==> src/rtl/turbo_rst_pkg.sv <==
package turbo_rst_pkg;
  typedef enum logic [1:0] {
    ACC_BYTE  = 2'd0,
    ACC_WORD  = 2'd1,
    ACC_DWORD = 2'd2,
    ACC_RSVD  = 2'd3
  } acc_size_e;

  localparam int DATA_W = 8;
  localparam int CTL_W  = 4;

  // bit positions inside the stored byte
  localparam int B_SLOW = 0;
  localparam int B_HARD = 1;
  localparam int B_REQ  = 2;
  localparam int B_BIST = 3;

  localparam logic [DATA_W-1:0] WR_MASK = DATA_W'((1 << CTL_W) - 1);
endpackage

==> src/rtl/turbo_rst_decode.sv <==
module turbo_rst_decode #(
  parameter int              ADDR_W    = 16,
  parameter logic [ADDR_W-1:0] PORT_ADDR = ADDR_W'(16'h0CF9)
) (
  input  logic              io_wr_i,
  input  logic              io_rd_i,
  input  logic [ADDR_W-1:0] io_addr_i,
  input  logic [1:0]        io_size_i,
  output logic              wr_hit_o,
  output logic              rd_hit_o
);
  import turbo_rst_pkg::*;

  logic sel;

  // only single-byte cycles at the exact port are claimed
  assign sel      = (io_addr_i == PORT_ADDR) && (acc_size_e'(io_size_i) == ACC_BYTE);
  assign wr_hit_o = io_wr_i && sel;
  assign rd_hit_o = io_rd_i && sel;
endmodule

==> src/rtl/turbo_rst_regs.sv <==
module turbo_rst_regs (
  input  logic       clk_i,
  input  logic       rst_ni,
  input  logic       wr_hit_i,
  input  logic [7:0] wdata_i,
  input  logic       clear_i,
  input  logic       busy_i,
  output logic [7:0] ctl_o,
  output logic       fire_o,
  output logic       fire_hard_o
);
  import turbo_rst_pkg::*;

  logic [DATA_W-1:0] ctl_q;

  always_ff @(posedge clk_i or negedge rst_ni) begin
    if (!rst_ni)       ctl_q <= '0;
    else if (clear_i)  ctl_q <= '0;
    else if (wr_hit_i) ctl_q <= wdata_i & WR_MASK;
  end

  // edge of the request bit; kind comes from the value held before this write
  assign fire_o      = wr_hit_i && wdata_i[B_REQ] && !ctl_q[B_REQ] && !busy_i && !clear_i;
  assign fire_hard_o = ctl_q[B_HARD];
  assign ctl_o       = ctl_q;
endmodule

==> src/rtl/turbo_rst_pulse.sv <==
module turbo_rst_pulse #(
  parameter int PULSE_CYCLES = 4
) (
  input  logic clk_i,
  input  logic rst_ni,
  input  logic fire_i,
  input  logic hard_i,
  output logic soft_o,
  output logic hard_o,
  output logic busy_o,
  output logic hard_done_o
);
  localparam int CNT_W = $clog2(PULSE_CYCLES + 1);
  localparam logic [CNT_W-1:0] CNT_LOAD = CNT_W'(PULSE_CYCLES);
  localparam logic [CNT_W-1:0] CNT_ONE  = CNT_W'(1);

  logic [CNT_W-1:0] cnt_q;
  logic             kind_q;

  always_ff @(posedge clk_i or negedge rst_ni) begin
    if (!rst_ni) begin
      cnt_q  <= '0;
      kind_q <= 1'b0;
    end else if (fire_i) begin
      cnt_q  <= CNT_LOAD;
      kind_q <= hard_i;
    end else if (busy_o) begin
      cnt_q  <= cnt_q - CNT_ONE;
    end
  end

  assign busy_o      = (cnt_q != '0);
  assign soft_o      = busy_o && !kind_q;
  assign hard_o      = busy_o && kind_q;
  assign hard_done_o = hard_o && (cnt_q == CNT_ONE);
endmodule

==> src/rtl/turbo_rst_ctrl.sv <==
module turbo_rst_ctrl #(
  parameter int                ADDR_W       = 16,
  parameter logic [ADDR_W-1:0] PORT_ADDR    = ADDR_W'(16'h0CF9),
  parameter int                PULSE_CYCLES = 4
) (
  input  logic              clk_i,
  input  logic              rst_ni,
  input  logic              io_wr_i,
  input  logic              io_rd_i,
  input  logic [ADDR_W-1:0] io_addr_i,
  input  logic [1:0]        io_size_i,
  input  logic [7:0]        io_wdata_i,
  output logic [7:0]        io_rdata_o,
  output logic              io_rd_hit_o,
  output logic              soft_rst_o,
  output logic              hard_rst_o,
  output logic              deturbo_o,
  output logic              bist_en_o
);
  import turbo_rst_pkg::*;

  logic       wr_hit, rd_hit;
  logic [7:0] ctl;
  logic       fire, fire_hard, busy, hard_done;

  turbo_rst_decode #(.ADDR_W(ADDR_W), .PORT_ADDR(PORT_ADDR)) u_dec (
    .io_wr_i  (io_wr_i),
    .io_rd_i  (io_rd_i),
    .io_addr_i(io_addr_i),
    .io_size_i(io_size_i),
    .wr_hit_o (wr_hit),
    .rd_hit_o (rd_hit)
  );

  turbo_rst_regs u_regs (
    .clk_i      (clk_i),
    .rst_ni     (rst_ni),
    .wr_hit_i   (wr_hit),
    .wdata_i    (io_wdata_i),
    .clear_i    (hard_done),
    .busy_i     (busy),
    .ctl_o      (ctl),
    .fire_o     (fire),
    .fire_hard_o(fire_hard)
  );

  turbo_rst_pulse #(.PULSE_CYCLES(PULSE_CYCLES)) u_pulse (
    .clk_i      (clk_i),
    .rst_ni     (rst_ni),
    .fire_i     (fire),
    .hard_i     (fire_hard),
    .soft_o     (soft_rst_o),
    .hard_o     (hard_rst_o),
    .busy_o     (busy),
    .hard_done_o(hard_done)
  );

  assign io_rd_hit_o = rd_hit;
  assign io_rdata_o  = rd_hit ? ctl : '0;
  assign deturbo_o   = ctl[B_SLOW];
  assign bist_en_o   = ctl[B_BIST];
endmodule

==> config.mk <==
export PLATFORM = sky130hd
export DESIGN_NAME = turbo_rst_ctrl
export DESIGN_NICKNAME = d
export VERILOG_FILES = /design/src/rtl/turbo_rst_pkg.sv /design/src/rtl/turbo_rst_decode.sv /design/src/rtl/turbo_rst_regs.sv /design/src/rtl/turbo_rst_pulse.sv /design/src/rtl/turbo_rst_ctrl.sv
export SDC_FILE = /design/constraint.sdc
export NUM_CORES = 1
export LEC_CHECK = 0
export BUFFER_PORTS_ARGS = -buffer_cell sky130_fd_sc_hd__clkbuf_2
export CAP_MARGIN = 20
export CORE_UTILIZATION = 34
export CTS_CLUSTER_DIAMETER = 60
export CTS_CLUSTER_SIZE = 16
export DETAILED_ROUTE_END_ITERATION = 16
export GPL_ROUTABILITY_DRIVEN = 1
export PLACE_DENSITY_LB_ADDON = 0.08
export SYNTH_ARGS = -nofsm -noshare
export SYNTH_HDL_FRONTEND = slang
export SYNTH_SLANG_ARGS = --single-unit
==> constraint.sdc <==
create_clock -name clk_i -period 1.8 [get_ports clk_i]
set_clock_uncertainty 0.15 [all_clocks]
set_input_delay 0.27 -clock clk_i [delete_from_list [all_inputs] [get_ports clk_i]]
set_output_delay 0.27 -clock clk_i [all_outputs]
set_load 0.005 [all_outputs]
==> flow_summary.ini <==
[floorplan]
die_height_um = 42.9
die-area_mm2 = 0.00184
core.rowCount = 14
core_area_mm2 = 0.00154
design.portCount = 43
initial_core_util_pct = 36.9
die_width_um = 42.9

[power]
netsw_w = 0.000271
worst_ir_drop_vdd_uv = 533
sequentialPowerShare_pct = 30.1
totalPowerFinal_w = 0.000842
power_frac_comb_pct = 54.6
clock_share_of_power_pct = 15.3
sw_frac_of_total_pct = 32.2
power.internal_w = 0.000571
leakage_power_of_the_design_nw = 0.500
power_per_cell_area_mw_per_mm2 = 900

[placement]
gp_congestion = 0.789
post-place-ws_ns = -0.0356
detailed_place.area_um2 = 795
port_buffers = 34
hpwl_um = 1100

[clocking]
cts_buffer_count = 3
clockBufferDepth = 2
ctsRootBufferMaster = sky130_fd_sc_hd__clkbuf_4
cts_htree_levels = 1
clk_transition_reported_paths_ns = 0.05
tritoncts = done
number_of_sinks_on_the_clock_net = 8
worst_skew_pair.late_latency_ns = 0.25

[global_routing]
grt_antenna_before_repair = 0
first_global_vias = 548
grt_usage_pct = 16.7
grt_start_max_net_pins = 9
grt_first_pass_wirelength_um = 2300
grt-ovfl-total = 0

[timing]
unrepaired_setup_endpoints_after_global_routing = yes
slew_viol_final = 0
max_freq_ghz = 0.556
finalSetupViolCount = 0
final_hold_viol_count = 0
post-route-min-period_ns = 1.80
postLayoutSetupSlackWorst_ns = 0.00236
hold-worst-slack_ns = 0.107
final_min_period_over_clock_period_pct = 99.9

[critical_path]
critical_path_arrival_ns = 1.38
critical_r2r_capture = u_pulse.kind_q$_DFFE_PN0P_
critPathMaxStageDelay_ns = 0.39
timing.critical_path.from_type = register
cells_traversed_along_the_worst_timing_path = inv_2 -> ha_4 -> nor2b_4 -> buf_6 -> and2b_1 -> clkbuf_2
critPathCaptureType = output port
r2r_setup_slack_ns = 0.09
worstPathRequired_ns = 1.38
origin_of_the_critical_flop_to_flop_path = u_pulse.cnt_q[0]$_DFFE_PN0P_
slowest_stage = sky130_fd_sc_hd__dfrtp_1
timing.setup.critical_path_class = reg -> out
worst_r2r_path_depth = 6
critical_path_peak_fanout = 3

[routing]
route.final.wire_length_um = 1500
met2_length_um = 709
vias = 627
drt-wirelength-per-cell_um = 11.7
drt_drc_violations_left = 0
highest_layer = met4
viasPerCell = 4.90
first_pass_iters = 4
drt_first_iter_violations = 3
detailroute.wirelength.met3_um = 84
wirelength_met1_um = 682
ant_nets = 0

[synth]
synthDistinctLibCells = 24
synth.ff_latch_count = 8
async_reset_ff_share_pct = 100
syn_avg_cell_area_um2 = 9.31
ys.warnings.count = 0
yosys_most_used_dff = sky130_fd_sc_hd__dfrtp_1
synthTopCellsByArea = sky130_fd_sc_hd__dfrtp_1 35%, sky130_fd_sc_hd__buf_4 6.6%, sky130_fd_sc_hd__ha_1 6.6%
yosysMostFrequentCell = sky130_fd_sc_hd__dfrtp_1
instance_count_of_the_mapped_netlist = 61
post_synth_most_frequent_cells = 8 x sky130_fd_sc_hd__dfrtp_1, 6 x sky130_fd_sc_hd__a21oi_1, 6 x sky130_fd_sc_hd__nand4_1, 5 x sky130_fd_sc_hd__and2_1, 5 x sky130_fd_sc_hd__buf_4
synth_enable_flop_cells = 0
syn-cell-area_um2 = 568
synth_top_cell_by_area = sky130_fd_sc_hd__dfrtp_1
post-synth-top-area-fraction_pct = 35.2
portion_of_the_post_synthesis_area_used_by_sequential_elements_pct = 35.2

[min_path]
min_delay_worst_endpoint = u_pulse.cnt_q[0]$_DFFE_PN0P_
min_path_type = in -> reg
hold_path_startpoint = io_wdata_i[2]
hold_depth = 2

[layout]
final_area_um2 = 936
flow.area_growth_from_synthesis_pct = 64.8
finalNetCount = 147
insertedDiodeCount = 0
final_core_util_pct = 60.7
final_layout_size_suffix_gt1_share_pct = 55.4

[run]
max_cap_violations = 0

[run_status]
run_status = complete, no violations
layer usage:
layer / vias to the layer above / track usage (%)
li1: 321 / -
met5: - / 0
met1: 281 / 22.2
met2: 23 / 26.1
met3: 2 / 8.09
met4: 0 / 0
cells by family (layout without fill, tap and decap cells):
| family | after synthesis | after routing | share of synthesized area (%) |
|---|---|---|---|
| mux | 2 | 2 | 3.96 |
| simple gates | 26 | 26 | 31.7 |
| flops | 8 | 8 | 35.2 |
| xor+xnor | 1 | 1 | 1.54 |
| other cells | 1 | 4 | 0.660 |
| fa+ha+maj | 3 | 3 | 6.61 |
| compound gates | 12 | 12 | 11.7 |
| buf+inv | 8 | 56 | 8.59 |
stage by stage:
step | setup TNS (ns) | std cells
3_5_place_dp | -0.0962 | 117
5_1_grt | -0.0588 | 128
3_3_place_gp | -0.111 | 117
6_report | 0 | 128
2_1_floorplan | 0 | 64
4_1_cts | -0.0177 | 122
registers in the layout, indices dropped and copies added, names as in the netlist:
name and flops:
u_pulse.kind_q 1, u_pulse.cnt_q 3, u_regs.ctl_o 4
layout make-up:
type | count | area, µm²
fill | 140 | 606
multi-input combinational | 48 | 385
timing repair buffer | 50 | 297
sequential | 8 | 200
clock buffer | 3 | 22.5
tap | 16 | 20.0
inverter | 3 | 11.3
worst max-delay path by stage:
stage                                 start                          to
2_1_floorplan  u_pulse.cnt_q[0]$_DFFE_PN0P_  u_pulse.kind_q$_DFFE_PN0P_
3_3_place_gp                  io_addr_i[15]               io_rdata_o[1]
3_5_place_dp                   io_size_i[1]               io_rdata_o[1]
4_1_cts        u_pulse.cnt_q[1]$_DFFE_PN0P_                  hard_rst_o
5_1_grt        u_pulse.cnt_q[0]$_DFFE_PN0P_                  hard_rst_o
6_report       u_pulse.cnt_q[0]$_DFFE_PN0P_                  hard_rst_o
cells in the final DEF (no fill, tap or decap), types with 2 or more instances in the layout:
cell type,count
sky130_fd_sc_hd__ha_1,2
sky130_fd_sc_hd__buf_4,14
sky130_fd_sc_hd__dfrtp_1,8
sky130_fd_sc_hd__nand4_1,6
sky130_fd_sc_hd__and2_1,5
sky130_fd_sc_hd__clkbuf_2,34
sky130_fd_sc_hd__a21oi_1,6
sky130_fd_sc_hd__clkbuf_4,3
sky130_fd_sc_hd__inv_2,2
sky130_fd_sc_hd__nor2_1,4
sky130_fd_sc_hd__conb_1,4
sky130_fd_sc_hd__o21ai_0,4
power groups by stage:
stage | clock [W] | sequential [W] | combinational (W)
after floorplan | 0 | 0.000243 | 0.000200
after global placement | 0 | 0.000248 | 0.000295
after detailed placement | 0 | 0.000249 | 0.000298
after CTS | 0.000136 | 0.000251 | 0.000364
after global routing | 0.000147 | 0.000256 | 0.000509
final | 0.000129 | 0.000253 | 0.000460
timing repair:
action,in CTS,in global routing
hold buffers,1,0
gates resized for setup,7,4
pin swaps,1,3
cloned,0,0
endpoints found under the setup margin,7,6
endpoints found under the hold margin,8,0
setup buffers,1,6
worst max-delay path: cells and delay by family, from the launching register on:
| family | cells | cell delay [ns] |
|---|---|---|
| adders and majority gates | 1 | 0.14 |
| buffers and inverters | 3 | 0.30 |
| DFF | 1 | 0.39 |
| and+or+nand+nor | 2 | 0.31 |
No activity file was read; power rests on OpenSTA's default activity.
